### src/rtl/arb_irq_pkg.sv
package arb_irq_pkg;
  typedef enum logic [2:0] {
    ST_IDLE,
    ST_WAIT,
    ST_HDR,
    ST_ACK,
    ST_DATA,
    ST_REL
  } arb_state_e;
endpackage

### src/rtl/arb_bus_cond.sv
module arb_bus_cond (
  input  logic clk_i,
  input  logic rst_ni,
  input  logic scl_i,
  input  logic sda_i,
  output logic scl_rise_o,
  output logic scl_fall_o,
  output logic start_o,
  output logic stop_o
);
  logic scl_q, sda_q;

  always_ff @(posedge clk_i or negedge rst_ni) begin
    if (!rst_ni) begin
      scl_q <= 1'b1;
      sda_q <= 1'b1;
    end else begin
      scl_q <= scl_i;
      sda_q <= sda_i;
    end
  end

  assign scl_rise_o = scl_i & ~scl_q;
  assign scl_fall_o = ~scl_i & scl_q;
  assign start_o    = scl_i & scl_q & sda_q & ~sda_i;
  assign stop_o     = scl_i & scl_q & ~sda_q & sda_i;
endmodule

### src/rtl/arb_evt_flag.sv
module arb_evt_flag #(
  parameter bit RESET_VAL = 1'b1
) (
  input  logic clk_i,
  input  logic rst_ni,
  input  logic set_i,
  input  logic clr_i,
  output logic en_o
);
  always_ff @(posedge clk_i or negedge rst_ni) begin
    if (!rst_ni)    en_o <= RESET_VAL;
    else if (clr_i) en_o <= 1'b0;
    else if (set_i) en_o <= 1'b1;
  end
endmodule

### src/rtl/arb_irq_requester.sv
module arb_irq_requester
  import arb_irq_pkg::*;
#(
  parameter int ADDR_W = 7,
  parameter int DATA_W = 8,
  parameter logic [ADDR_W-1:0] JOIN_ADDR = 7'h02
) (
  input  logic              clk_i,
  input  logic              rst_ni,
  input  logic              scl_i,
  input  logic              sda_i,
  input  logic              irq_pend_i,
  input  logic              join_pend_i,
  input  logic              has_da_i,
  input  logic [ADDR_W-1:0] dyn_addr_i,
  input  logic              evt_set_i,
  input  logic              evt_clr_i,
  input  logic [DATA_W-1:0] pl_data_i,
  input  logic              pl_last_i,
  output logic              sda_pull_o,
  output logic              pl_next_o,
  output logic              lost_o,
  output logic              acked_o,
  output logic              nacked_o,
  output logic              done_o,
  output logic              busy_o,
  output logic              evt_en_o
);
  localparam int HDR_W  = ADDR_W + 1;
  localparam int HCNT_W = $clog2(HDR_W);
  localparam int DCNT_W = $clog2(DATA_W + 1);

  logic scl_rise, scl_fall, start_c, stop_c;
  logic want, want_ibi, want_hj;
  logic [HDR_W-1:0]  hdr_d, hsh_q;
  logic [HCNT_W-1:0] hcnt_q;
  logic [DCNT_W-1:0] dcnt_q;
  logic [DATA_W-1:0] dsh_q;
  logic              last_q, hj_q, pull_q;
  arb_state_e        st_q;

  arb_bus_cond u_cond (
    .clk_i      (clk_i),
    .rst_ni     (rst_ni),
    .scl_i      (scl_i),
    .sda_i      (sda_i),
    .scl_rise_o (scl_rise),
    .scl_fall_o (scl_fall),
    .start_o    (start_c),
    .stop_o     (stop_c)
  );

  arb_evt_flag #(.RESET_VAL(1'b1)) u_evt (
    .clk_i  (clk_i),
    .rst_ni (rst_ni),
    .set_i  (evt_set_i),
    .clr_i  (evt_clr_i),
    .en_o   (evt_en_o)
  );

  assign want_ibi = irq_pend_i & has_da_i & evt_en_o;
  assign want_hj  = join_pend_i & ~has_da_i;
  assign want     = want_ibi | want_hj;
  assign hdr_d    = has_da_i ? {dyn_addr_i, 1'b1} : {JOIN_ADDR, 1'b0};

  always_ff @(posedge clk_i or negedge rst_ni) begin
    if (!rst_ni) begin
      st_q      <= ST_IDLE;
      pull_q    <= 1'b0;
      hsh_q     <= '0;
      hcnt_q    <= '0;
      dcnt_q    <= '0;
      dsh_q     <= '0;
      last_q    <= 1'b0;
      hj_q      <= 1'b0;
      lost_o    <= 1'b0;
      acked_o   <= 1'b0;
      nacked_o  <= 1'b0;
      done_o    <= 1'b0;
      pl_next_o <= 1'b0;
    end else begin
      lost_o    <= 1'b0;
      acked_o   <= 1'b0;
      nacked_o  <= 1'b0;
      done_o    <= 1'b0;
      pl_next_o <= 1'b0;
      unique case (st_q)
        ST_IDLE: begin
          if (start_c) begin
            // own start or a foreign one we join
            if (want || pull_q) begin
              st_q   <= ST_HDR;
              hsh_q  <= hdr_d;
              hj_q   <= ~has_da_i;
              hcnt_q <= '0;
            end else begin
              st_q <= ST_WAIT;
            end
          end else if (want && scl_i && sda_i) begin
            pull_q <= 1'b1;
          end
        end
        ST_WAIT: if (stop_c) st_q <= ST_IDLE;
        ST_HDR: begin
          if (stop_c) begin
            st_q   <= ST_IDLE;
            pull_q <= 1'b0;
          end else if (scl_fall) begin
            pull_q <= ~hsh_q[HDR_W-1];
          end else if (scl_rise) begin
            if (hsh_q[HDR_W-1] && !sda_i) begin
              lost_o <= 1'b1;
              pull_q <= 1'b0;
              st_q   <= ST_WAIT;
            end else if (hcnt_q == HCNT_W'(HDR_W - 1)) begin
              st_q <= ST_ACK;
            end else begin
              hcnt_q <= hcnt_q + 1'b1;
              hsh_q  <= {hsh_q[HDR_W-2:0], 1'b0};
            end
          end
        end
        ST_ACK: begin
          if (stop_c) begin
            st_q   <= ST_IDLE;
            pull_q <= 1'b0;
          end else if (scl_fall) begin
            pull_q <= 1'b0;
          end else if (scl_rise) begin
            if (!sda_i) begin
              acked_o <= 1'b1;
              dcnt_q  <= '0;
              st_q    <= hj_q ? ST_REL : ST_DATA;
            end else begin
              nacked_o <= 1'b1;
              st_q     <= ST_WAIT;
            end
          end
        end
        ST_DATA: begin
          if (stop_c) begin
            st_q   <= ST_IDLE;
            pull_q <= 1'b0;
          end else if (scl_fall) begin
            if (dcnt_q == '0) begin
              dsh_q     <= {pl_data_i[DATA_W-2:0], 1'b0};
              last_q    <= pl_last_i;
              pull_q    <= ~pl_data_i[DATA_W-1];
              pl_next_o <= 1'b1;
            end else if (dcnt_q < DCNT_W'(DATA_W)) begin
              pull_q <= ~dsh_q[DATA_W-1];
              dsh_q  <= {dsh_q[DATA_W-2:0], 1'b0};
            end else begin
              // continuation bit: 1 = more follows
              pull_q <= last_q;
            end
          end else if (scl_rise) begin
            if (dcnt_q == DCNT_W'(DATA_W)) begin
              if (last_q) st_q <= ST_REL;
              dcnt_q <= '0;
            end else begin
              dcnt_q <= dcnt_q + 1'b1;
            end
          end
        end
        ST_REL: begin
          if (stop_c) begin
            st_q   <= ST_IDLE;
            pull_q <= 1'b0;
          end else if (scl_fall) begin
            pull_q <= 1'b0;
            done_o <= 1'b1;
            st_q   <= ST_WAIT;
          end
        end
        default: st_q <= ST_IDLE;
      endcase
    end
  end

  assign sda_pull_o = pull_q;
  assign busy_o     = (st_q != ST_IDLE) && (st_q != ST_WAIT);
endmodule

### config.mk
export PLATFORM = sky130hd
export DESIGN_NAME = arb_irq_requester
export DESIGN_NICKNAME = d
export VERILOG_FILES = /design/src/rtl/arb_irq_pkg.sv /design/src/rtl/arb_bus_cond.sv /design/src/rtl/arb_evt_flag.sv /design/src/rtl/arb_irq_requester.sv
export SDC_FILE = /design/constraint.sdc
export NUM_CORES = 1
export LEC_CHECK = 0
export ABC_AREA = 1
export ABC_CLOCK_PERIOD_IN_PS = 1700
export BUFFER_PORTS_ARGS = -buffer_cell sky130_fd_sc_hd__buf_2
export CAP_MARGIN = 10
export CORE_ASPECT_RATIO = 2
export CORE_UTILIZATION = 51
export CTS_CLUSTER_DIAMETER = 30
export DETAILED_ROUTE_END_ITERATION = 12
export GPL_TIMING_DRIVEN = 0
export PLACE_DENSITY = 0.76
export SLEW_MARGIN = 30
export SYNTH_ARGS = -nofsm -noshare
export SYNTH_HDL_FRONTEND = slang
export SYNTH_SLANG_ARGS = --single-unit
### constraint.sdc
create_clock -name clk_i -period 1.7 [get_ports clk_i]
set_input_delay 0.17 -clock clk_i [delete_from_list [all_inputs] [get_ports clk_i]]
set_output_delay 0.17 -clock clk_i [all_outputs]
set_load 0.02 [all_outputs]
* Word-level counts from Yosys, hierarchy flattened
Index checks and enable logic that the tools add are counted.
Cells by class: magnitude comparators 1, mux-type cells 86, add/sub/neg operators 2, equal/unequal tests 39, bitwise gates (word level) 20, reductions and logical operators 22
Operators with widths (number):
- $mux W8 | 10
- $mux W3 | 25
- $mux W1 | 37
- $ne A2 B2 Y1 const B | 17
- $mux W4 | 8
- $ne A3 B3 Y1 const B | 10
- $pmux W3 S6 | 1
- $pmux W8 S2 | 1
- $reduce_and A8 Y1 | 2
- $ne A4 B4 Y1 const B | 3
- $reduce_and A12 Y1 | 1
- $and A1 B1 Y1 | 10
- $eq A3 B3 Y1 const B | 3
- $not A1 Y1 | 9
- $pmux W4 S2 | 1
- $reduce_and A4 Y1 | 2
- $reduce_bool A2 Y1 | 4
- $reduce_and A7 Y1 | 1
- $eq A3 B2 Y1 const B | 2
- $ne A3 B1 Y1 const B | 2
- $pmux W3 S2 | 1
- $add A4 B1 Y4 const B | 1
- $eq A4 B4 Y1 const B | 1
- $logic_and A1 B1 Y1 | 4
- other kinds (14) | 14
Storage, ports and cells: bits in registers 37, logic and storage cells 186, output and inout port bits 8, bits of input ports 25

* Logic depth before layout (Yosys ltp)
Gate-level depths: netlist of the first run.
word-level depth 8, mapped depth 10, gate-level depth less buffers 10

* Hierarchy
Synthesis of the first run repeated with hierarchy kept, for this count alone.
Second synthesis, totals: cell total of the unflattened synthesis 307, area, all modules 2265.9 µm²
By module, submodules not included:
- arb_irq_requester | area each 2138.3 µm², cells an instance 291, seq. area each 825.8 µm², times used 1
- arb_bus_cond | area each 93.8 µm², cells an instance 13, seq. area each 52.6 µm², times used 1
- arb_evt_flag | area each 33.8 µm², cells an instance 3, seq. area each 26.3 µm², times used 1

* Worst setup path before layout of the first run
OpenSTA, ideal clock, no wires.
kind register -> register, start point reg u_cond.scl_q, end point reg hsh_q[0], buffers on the path 1, clock period less this slack 1.576 ns, stages on the path, launching flop included 9, arrival time 1.459 ns, setup time 0.118 ns, setup slack 0.124 ns, cells stage by stage dfstp_2 > ha_1 > inv_2 > nand2_1 > o21ai_2 > nand3_4 > nor2_8 > buf_8 > o21ai_2
Between the ends: longest elaborated chain between the ends 5
Ends and longest elaborated chain:
- from (decl) | line arb_bus_cond.sv:11 | logic scl_q, sda_q;
- from (signal assigned) | line arb_bus_cond.sv:18 | scl_q <= scl_i;
- $and A1 B1 Y1 | line arb_bus_cond.sv:25, arb_bus_cond.sv:26
- $and A1 B1 Y1, on equally long branches (2 in a row) | line arb_bus_cond.sv:26, arb_bus_cond.sv:25
- $ne A2 B2 Y1 (no line)
- $reduce_and A8 Y1 (no line) (*)
- to (signal assigned) | line arb_irq_requester.sv:93 | hsh_q <= hdr_d;
- to (signal assigned) | line arb_irq_requester.sv:119 | hsh_q <= {hsh_q[HDR_W-2:0], 1'b0};
- to (decl) | line arb_irq_requester.sv:35 | logic [HDR_W-1:0] hdr_d, hsh_q;
Mark *: on every way between the ends. The rest lies on a longest branch, timed or not. A chain may end at the register's enable or synchronous reset.

* Final worst setup path of the first run
start point reg hcnt_q[0], end point reg hsh_q[6]
Between the ends: longest elaborated chain between the ends 3
Ends and longest elaborated chain:
- from (decl) | line arb_irq_requester.sv:36 | logic [HCNT_W-1:0] hcnt_q;
- from (signal assigned) | line arb_irq_requester.sv:118 | hcnt_q <= hcnt_q + 1'b1;
- $eq A3 B3 Y1 | line arb_irq_requester.sv:115 | end else if (hcnt_q == HCNT_W'(HDR_W - 1)) begin
- $ne A2 B2 Y1 (no line)
- $reduce_and A8 Y1 (no line)
No other way between the ends.

==> summary.txt, run 1 <==
Status = finished clean
Util after Layout = 65.8%
Crit path top cell by count = o21ai_2
Mapped Cells = 276
Final Critical Period = 1.65 ns
Share of cells above drive strength 1 = 28.8%
Most frequent cells after synthesis = nand2_1, inv_1, dfrtp_1
GRT Total Usage = 24.3%
Worst r2r dst = hsh_q[6]
Slowest-stage cell, CP = dfrtp_1
Cell Chain, Critical Path = ha_2 -> ha_1 -> o21ai_2 -> nand3_4 -> nor2_8 -> clkbuf_16 -> o21ai_2
PortBufs = 32
Synth-to-layout area growth = 23.9%
Worst min path class = in2reg
H-tree levels = 2
WHS Endpoint = u_cond.sda_q
Final setup fails = 0
Core area = 4050 µm²
Initial Utilization = 53.1%
DRC Markers = 0
Max Root-Sink Buffers = 2
Largest stage delay, worst path = 0.40 ns
Fin crit share = 96.9%
Skew final = 0.00813 ns
Routed Antenna Nets = 0
CTS clk-pin slew, worst paths = 0.07 ns
Vias/cell = 5.11
Ports = 33
Worst r2r src = hcnt_q[0]
Slew HR = 47.0%
CP Max Fanout = 8
Dpl cell area = 2370 µm²
Fmax = 0.607 GHz
Synthesized net count = 309
Number of diodes = 0
Max cap viols = 0
CTS sink cnt = 36
Register area share after synthesis = 42.1%
Gp weighted congestion = 0.874
Tightest Pin Transition = 0.795 ns
Number of global-route vias before repair = 1818
Count leader, synth = nand2_1
First-pass GRT wire length = 7650 µm
Die ar. = 4490 µm²
Synthesized area per cell = 7.78 µm²
Top post-synthesis cells by area = dfrtp_1, nand2_1, inv_1, o21ai_0, ha_1
Post-synthesis cell area = 2150 µm²
Die extent in y = 93.8 µm
Pwr Density = 1650 nW/µm²
Required @ worst endpoint = 1.88 ns
Worst path buffer plus inverter count = 1
Largest net degree at the start of global routing = 37
Post-synth EDFFs = 0
Clk_lat worst skew = 0.30 ns
Maximum vdd drop = 1.01 mV
Unrepaired setup endpoints after global routing = yes
Reg2Reg Depth = 7
Cell row count = 33
Pre-antenna DRT Iters = 4
Hold Crit Start = sda_i
Crit Path Class = reg2reg
Final #Nets = 362
Final hold vios = 0
Yosys warning total = 0
GR Overflow Total = 0
Flops & latches, synth = 36
Post-Route WL = 4860 µm
Synth top area share = 38.4%
Worst hold path cell count = 1
Buffer type at the clock tree root = clkbuf_8
Ys flop type = dfrtp_1
Synth unique cells = 32
Yosys top cell by area = dfrtp_1
WP data arrival = 1.83 ns
Fin cells = 382
CTS tree = built
Die Wd = 47.9 µm
Crit path max-delay family = flip-flops
Post-route cell area = 2660 µm²
Asr flop ratio synth = 100%
Worst Setup End Kind = flop
CP startpoint kind = flop
Max-slew violations = 0
Post-DP HPWL = 3480 µm
Initial antenna violation count = 0
Flop2flop setup slack = 0.05 ns
Dpl cells = 360
Post-DR wirelength/cell = 12.7 µm
First-iteration detailed-routing DRC count = 46
Leak = 1.39 nW
Vias = 1953
Cts bufs inserted = 5
cells by family after synthesis:
kind of cell	Yosys count	synth area share [%]
AO/OA/AOI/OAI	52	14.6
adder cells (fa/ha/maj)	8	4.66
flip-flops	36	42.1
AND/OR/NAND/NOR	131	28.9
buffers and inverters	49	9.73
layer usage:
metal | vias up | global-route usage, % | share of wire [%]
li1 | 998 | - | -
met1 | 872 | 22.5 | 35
met2 | 62 | 44.1 | 57
met3 | 21 | 4.62 | 3.4
met4 | 0 | 14.4 | 4.5
met5 | - | 0 | 0
layout by cell type, fill, tap and decap left out, drive strengths merged:
cell / count
o21ai: 35
ha: 8
nor2: 26
o211ai: 5
dfstp: 3
dlygate4sd3: 2
nor3b: 1
clkbuf: 8
buf: 49
dfrtp: 33
nor4: 1
inv: 43
a21oi: 9
nor3: 4
o21a: 1
nand2: 75
a2111oi: 1
clkinv: 1
o22ai: 1
nand3b: 1
nand3: 22
nand4: 1
worst max-delay path by stage:
stage | from | endpoint | slack [ns] | cells past startpoint
6_report | hcnt_q[0] | hsh_q[6] | 0.05 | 7
5_1_grt | u_cond.scl_q | hsh_q[4] | -0.03 | 9
4_1_cts | hcnt_q[0] | hcnt_q[0] | -0.01 | 8
3_5_place_dp | scl_i | hcnt_q[0] | -0.16 | 11
3_3_place_gp | scl_i | hcnt_q[0] | -0.13 | 11
2_1_floorplan | u_cond.scl_q | hsh_q[0] | 0.12 | 8
registers in the layout, summed over array words and instances (netlist names), 3 cells and up:
signal and cells:
hsh_q 8, dcnt_q 4, st_q 3, dsh_q 7
hcnt_q 3
through the flow:
stage | setup slack, ns | setup TNS [ns] | power, W | hold slack [ns]
6_report | 0.0526 | 0 | 0.00440 | 0.00789
3_3_place_gp | -0.132 | -1.46 | 0.00332 | 0.288
4_1_cts | -0.0106 | -0.0106 | 0.00398 | 0.000993
2_1_floorplan | 0.124 | 0 | 0.00292 | -0.126
3_5_place_dp | -0.158 | -1.74 | 0.00338 | 0.294
5_1_grt | -0.0264 | -0.0460 | 0.00479 | 0.00837
what timing repair did:
| item | in CTS | in global routing |
|---|---|---|
| endpoints found under the hold margin | 34 | 0 |
| cloned | 0 | 1 |
| setup endpoints to repair | 19 | 26 |
| resized for setup | 2 | 27 |
| pin swaps | 0 | 7 |
| setup buffers | 1 | 10 |
| hold buffers | 2 | 0 |
worst register-to-register path, cell delays in order (launching register included):
cell and delay (ns):
dfrtp_1 0.40, ha_2 0.20, ha_1 0.19, o21ai_2 0.18, nand3_4 0.13, nor2_8 0.21
clkbuf_16 0.18, o21ai_2 0.05
power by group:
group	internal, W	switching, W	leakage, nW	total, W
sequential	0.00115	0.000173	0.425	0.00132
combinational	0.00104	0.00146	0.924	0.00250
clock	0.000287	0.000295	0.0422	0.000582
final cells by class:
cell class	instances	area, µm²
inverters	43	166
plain buffers	6	57.6
clock buffers	7	76.3
clock inverters	1	5.00
flip-flops and latches	36	907
well taps	52	65.1
fillers	376	1380
repair buffers	46	300
multi-input cells	191	1080
Note: power is estimated with default switching activity, not from simulation.
==> run 2: changes to the inputs <==
- BUFFER_PORTS_ARGS: -buffer_cell sky130_fd_sc_hd__buf_2 -> -buffer_cell sky130_fd_sc_hd__buf_4
- RECOVER_POWER: not set -> 50
==> run 2 against run 1 <==
  * Critical path depth is 1 higher
  * Sequential cell count unchanged
  * Maximum frequency rose by 0.28%
  * Count of clock-buffer cells in the layout unchanged
  * First-iteration DRC count shrank 15%
  * Clock skew increased by 0.00061 ns
  * Worst setup slack improved by 0.0047 ns
  * Cell area grew 3.9%
  * Non-clock buffer count grew 4
  * Clock power is 11% higher
  * Critical endpoint is now hsh_q[4]
  * Via count is 3.2% higher
==> summary.txt, run 2 (synthesis results as in run 1) <==
Uppermost layer routed = met4 (unchanged)
Vias/cell = 5.22 (was 5.11)
Die extent in y = 93.8 µm (unchanged)
P_int = 0.00249 W (was 0.00247 W)
DRC Markers = 0 (unchanged)
Initial antenna violation count = 0 (unchanged)
Most common cell after layout, fill and taps aside = nand2_1 (unchanged)
Number of global-route vias before repair = 1895 (was 1818)
Core area = 4050 µm² (unchanged)
Place WS = -0.156 ns (was -0.158 ns)
WP data arrival = 1.85 ns (was 1.83 ns)
Final #Nets = 366 (was 362)
Final Critical Period = 1.64 ns (was 1.65 ns)
Fin crit share = 96.6% (was 96.9%)
# fillers = 364 (was 376)
First-pass GRT wire length = 7680 µm (was 7650 µm)
Met3 WL post-DR = 167 µm (unchanged)
Maximum vdd drop = 1.02 mV (was 1.01 mV)
GR Overflow Total = 0 (unchanged)
Met1 WL = 1770 µm (was 1700 µm)
Routed Antenna Nets = 0 (unchanged)
Slew HR = 69.5% (was 47.0%)
Largest stage delay, worst path = 0.40 ns (about the same)
Tightest Pin Transition = 0.458 ns (was 0.795 ns)
Worst Setup End Kind = flop (unchanged)
Switching share of power = 43.7% (was 43.8%)
Largest net degree at the start of global routing = 37 (unchanged)
Largest Register = hsh_q (unchanged)
Max Root-Sink Buffers = 2 (unchanged)
Worst min path class = in2reg (unchanged)
Slowest-stage cell, CP = dfrtp_1 (unchanged)
Synth-to-layout area growth = 28.7% (was 23.9%)
Final setup fails = 0 (unchanged)
PnR worst setup slack = 0.0573 ns (was 0.0526 ns)
Cell Chain, Critical Path = ha_1 -> ha_1 -> o21ai_2 -> nand3_4 -> nor2_8 -> buf_4 -> nand2_1 -> o21ai_0 (was ha_2 -> ha_1 -> o21ai_2 -> nand3_4 -> nor2_8 -> clkbuf_16 -> o21ai_2)
Fmax = 0.609 GHz (was 0.607 GHz)
Share of cells above drive strength 1 = 28.7% (was 28.8%)
Clock share of power = 14.6% (was 13.2%)
Met2 WL = 2770 µm (was 2780 µm)
CP Max Fanout = 8 (unchanged)
Top flop regs = hsh_q x8, dsh_q x7, dcnt_q x4 (unchanged)
Fin cells = 386 (was 382)
Hold_ws = 0.0353 ns (was 0.00789 ns)
Status = finished clean (unchanged)
GRT Total Usage = 23.7% (was 24.3%)
Die Wd = 47.9 µm (unchanged)
Ports = 33 (unchanged)
PortBufs = 32 (unchanged)
Crit path top cell by count = ha_1 (was o21ai_2)
Buffer type at the clock tree root = clkbuf_8 (unchanged)
CTS sink cnt = 36 (unchanged)
Skew final = 0.00874 ns (was 0.00813 ns)
H-tree levels = 2 (unchanged)
Required @ worst endpoint = 1.91 ns (was 1.88 ns)
Part of the power in combinational logic = 55.7% (was 56.7%)
Initial Utilization = 53.1% (unchanged)
Pre-antenna DRT Iters = 4 (unchanged)
Area occupied by multi-input gates = 1080 µm² (about the same)
Max reg flops = 8 (unchanged)
CTS tree = built (unchanged)
First-iteration detailed-routing DRC count = 39 (was 46)
Die ar. = 4490 µm² (unchanged)
Cts bufs inserted = 5 (unchanged)
Gp weighted congestion = 0.853 (was 0.874)
Clk_lat worst skew = 0.30 ns (about the same)
Post-DR wirelength/cell = 12.8 µm (was 12.7 µm)
Post-Route WL = 4950 µm (was 4860 µm)
Pwr Density = 1600 nW/µm² (was 1650 nW/µm²)
Vias = 2016 (was 1953)
Leak = 1.42 nW (was 1.39 nW)
Register area = 906 µm² (was 907 µm²)
Max cap viols = 0 (unchanged)
CTS clk-pin slew, worst paths = 0.07 ns (about the same)
Max-slew violations = 0 (unchanged)
Final hold vios = 0 (unchanged)
Util after Layout = 68.3% (was 65.8%)
CP startpoint kind = flop (unchanged)
Commonest non-fill, non-tap cells in the layout = nand2_1, buf_4, inv_1, dfrtp_1 (was nand2_1, inv_1, buf_2, dfrtp_1)
Switching power total = 0.00193 W (about the same)
Post-DP HPWL = 3470 µm (was 3480 µm)
Cell row count = 33 (unchanged)
Crit Path Class = reg2reg (unchanged)
Dpl cells = 360 (unchanged)
Sequential power share = 29.7% (was 30.0%)
Number of diodes = 0 (unchanged)
## run 2: timing repair
| action | CTS | global route |
|---|---|---|
| hold buffers | 3 | 0 |
| pin swaps | 0 | 8 |
| cloned | 0 | 1 |
| endpoints found under the hold margin | 35 | 0 |
| resized for setup | 2 | 22 |
| setup endpoints to repair | 19 | 27 |
| setup buffers | 2 | 12 |
## run 2: power by group through the flow
stage / clock [W] / combinational, W / sequential, W
3_5_place_dp: 0 / 0.00209 / 0.00133
4_1_cts: 0.000655 / 0.00211 / 0.00131
6_report: 0.000645 / 0.00246 / 0.00131
2_1_floorplan: 0 / 0.00161 / 0.00131
5_1_grt: 0.000679 / 0.00273 / 0.00134
3_3_place_gp: 0 / 0.00204 / 0.00132
## run 2: area by class of cell
cell class / count / share of cell area [%]
clock inverters: 1 / 0.271
flip-flops and latches: 36 / 32.8
inverters: 43 / 6.06
repair buffers: 50 / 14.3
plain buffers: 6 / 2.17
well taps: 52 / 2.35
clock buffers: 7 / 3.12
multi-input cells: 191 / 38.9
## run 2: worst paths after layout
kind | endpoint | cells past startpoint | from | slack [ns]
worst max-delay path | hsh_q[4] | 8 | hcnt_q[0] | 0.06
worst min-delay path | u_cond.scl_q | 1 | scl_i | 0.04
min in group asynchronous | dsh_q[5] | 2 | rst_ni | 0.36
max in group asynchronous | st_q[2] | 2 | rst_ni | 0.99
worst max register to register | hsh_q[4] | 8 | hcnt_q[0] | 0.06
worst min register to register | hj_q | 2 | hj_q | 0.50
## run 2: through the flow
stage	total power (W)	area (µm²)	setup TNS [ns]
after detailed placement	0.00342	2450	-1.89
final	0.00442	2770	0
after global routing	0.00475	2770	-0.0187
after floorplan	0.00292	2150	0
after global placement	0.00337	2450	-1.49
after CTS	0.00408	2600	-0.00954
## run 2: worst max-delay path, delay by kind of cell (launching register included)
family	cells	cell delay, ns
AO/OA/AOI/OAI	2	0.25
adder cells (fa/ha/maj)	2	0.41
buffers and inverters	1	0.14
flip-flops	1	0.40
AND/OR/NAND/NOR	3	0.35
## run 2: metal layers
metal / up-vias / GRT usage, %
met5: - / 0
met4: 0 / 14.8
met3: 19 / 3.46
met2: 69 / 42.9
met1: 929 / 22.3
li1: 999 / -
==> run 3: changes to the inputs <==
- ABC_CLOCK_PERIOD_IN_PS: 1700 -> 1400
- SLEW_MARGIN: 30 -> 10
- clock period: 1.7 -> 1.4 ns (I/O delays scaled with it)
==> run 3 against run 2 <==
  * The run now ends with setup timing left
  * Critical path depth is 2 higher
  * Register-to-register slack lost 0.29 ns
  * Final cell count increased by 4.7%
  * Clock skew barely moved
  * Combinational power is 69% higher
  * Sequential power rose by 22%
  * Worst hold slack improved by 0.025 ns
  * Clock power increased by 20%
  * Sequential share of layout area shrank 4.4 points
  * Cell area increased by 16%
  * First-iteration DRC count up 59%
  * Critical endpoint is now hsh_q[1]
==> summary.txt, run 3 (synthesis results as in run 1) <==
Final setup fails = 28 (was 0)
Cts bufs inserted = 5 (unchanged)
Slew HR = 39.0% (was 69.5%)
H-tree levels = 2 (unchanged)
Largest Register = hsh_q (unchanged)
CTS sink cnt = 36 (unchanged)
Commonest non-fill, non-tap cells in the layout = buf_4, nand2_1, inv_1, dfrtp_1, nor2_1 (was nand2_1, buf_4, inv_1, dfrtp_1)
Top flop regs = hsh_q x8, dsh_q x7, dcnt_q x4 (unchanged)
Maximum vdd drop = 1.65 mV (was 1.02 mV)
Vias = 2142 (was 2016)
Status = complete, but fails checks (was finished clean)
Gp weighted congestion = 0.950 (was 0.853)
First-pass GRT wire length = 8800 µm (was 7680 µm)
Post-DP HPWL = 3480 µm (was 3470 µm)
Required @ worst endpoint = 1.62 ns (was 1.91 ns)
Vias/cell = 5.30 (was 5.22)
Util after Layout = 79.0% (was 68.3%)
Unrepaired setup endpoints after global routing = yes
Max reg flops = 8 (unchanged)
GR Overflow Total = 0 (unchanged)
CTS clk-pin slew, worst paths = 0.07 ns (about the same)
Die extent in y = 93.8 µm (unchanged)
Place WS = -0.261 ns (was -0.156 ns)
CP startpoint kind = flop (unchanged)
Pre-antenna DRT Iters = 5 (was 4)
First-iteration detailed-routing DRC count = 62 (was 39)
Worst Setup End Kind = flop (unchanged)
Max-slew violations = 0 (unchanged)
Ports = 33 (unchanged)
Routed Antenna Nets = 0 (unchanged)
PortBufs = 32 (unchanged)
CP Max Fanout = 5 (was 8)
Number of global-route vias before repair = 2149 (was 1895)
Post-DR wirelength/cell = 14.9 µm (was 12.8 µm)
Most common cell after layout, fill and taps aside = buf_4 (was nand2_1)
Max Root-Sink Buffers = 2 (unchanged)
Failing checks = setup timing
Setup TNS = -4.76 ns (was 0 ns)
GRT Total Usage = 27.3% (was 23.7%)
Cell row count = 33 (unchanged)
WP data arrival = 1.85 ns (about the same)
Post-route cell area = 3200 µm² (was 2770 µm²)
Final Critical Period = 1.64 ns (about the same)
Core area = 4050 µm² (unchanged)
Number of diodes = 0 (unchanged)
Buffer type at the clock tree root = clkbuf_8 (unchanged)
Dpl cell area = 2520 µm² (was 2450 µm²)
PnR worst setup slack = -0.236 ns (was 0.0573 ns)
Dpl cells = 360 (unchanged)
Skew final = 0.00848 ns (was 0.00874 ns)
Clk_lat worst skew = 0.29 ns (was 0.30 ns)
Fin crit share = 117% (was 96.6%)
Share of cells above drive strength 1 = 43.5% (was 28.7%)
Worst min path class = in2reg (unchanged)
Pwr Density = 2040 nW/µm² (was 1600 nW/µm²)
Synth-to-layout area growth = 48.8% (was 28.7%)
Largest net degree at the start of global routing = 37 (unchanged)
Max cap viols = 0 (unchanged)
Leak = 1.61 nW (was 1.42 nW)
DRC Markers = 0 (unchanged)
Post-Route WL = 6010 µm (was 4950 µm)
Initial Utilization = 53.1% (unchanged)
Final hold vios = 0 (unchanged)
Fin cells = 404 (was 386)
CTS tree = built (unchanged)
Final #Nets = 384 (was 366)
Die Wd = 47.9 µm (unchanged)
Initial antenna violation count = 0 (unchanged)
Crit Path Class = reg2reg (unchanged)
Fmax = 0.611 GHz (was 0.609 GHz)
Die ar. = 4490 µm² (unchanged)
Tightest Pin Transition = 0.915 ns (was 0.458 ns)
-- run 3: cell count changes in the layout (fill, tap and decap cells not counted), sizes merged --
cell	before	now
buf	49	68
dlygate4sd3	3	4
inv	42	43
clkbuf	11	10
clkinvlp	2	0
-- run 3: worst paths after layout --
check / slack, ns / start / cells after the start / end
max in group asynchronous: 0.25 / rst_ni / 2 / st_q[2]
setup / recovery: -0.24 / st_q[1] / 10 / hsh_q[1]
min in group asynchronous: 0.53 / rst_ni / 2 / dcnt_q[1]
hold reg to reg: 0.50 / hcnt_q[1] / 2 / hcnt_q[1]
setup reg to reg: -0.24 / st_q[1] / 10 / hsh_q[1]
hold / removal: 0.06 / has_da_i / 2 / hj_q
-- run 3: what timing repair did --
item / 4_1_cts / 5_1_grt
gates resized for setup: 49 / 35
endpoints found under the setup margin: 29 / 31
pin swaps: 16 / 15
endpoints found under the hold margin: 36 / 0
setup buffers: 17 / 13
hold buffers: 4 / 0
gates cloned: 2 / 0
-- run 3: power breakdown --
| group | internal (W) | switching, W |
|---|---|---|
| combinational | 0.00183 | 0.00231 |
| sequential | 0.00139 | 0.000204 |
| clock | 0.000401 | 0.000371 |
| total | 0.00363 | 0.00289 |
-- run 3: layer usage --
layer / up-vias / part of all wire, % / GRT usage, %
met1: 1014 / 35 / 28.3
met4: 0 / 3.7 / 16.2
met3: 18 / 3.4 / 3.08
met2: 74 / 58 / 47.9
met5: - / 0 / 0
li1: 1036 / - / -
-- run 3: final cells by class --
| type | count | area (µm²) |
|---|---|---|
| clock buffer | 8 | 90.1 |
| buffer | 6 | 77.6 |
| sequential | 36 | 907 |
| timing repair buffer | 68 | 567 |
| tap | 52 | 65.1 |
| inverter | 43 | 176 |
| fill | 303 | 850 |
| multi-input combinational | 191 | 1310 |
-- run 3: through the flow --
step | total power (W) | hold WS (ns)
5_1_grt | 0.00695 | 0.0689
3_3_place_gp | 0.00412 | 0.125
4_1_cts | 0.00579 | 0.0703
3_5_place_dp | 0.00419 | 0.131
2_1_floorplan | 0.00362 | -0.156
6_report | 0.00652 | 0.0603
-- run 3: critical path, cell delays in order (launching register included) --
cell and delay [ns]:
dfrtp_2 0.47, buf_6 0.14, nand2_4 0.08, nor2_4 0.06, buf_4 0.14, o21ai_4 0.06, nand3_4 0.12, nor2_8 0.21
buf_12 0.16, nand2_4 0.05, o21ai_2 0.06
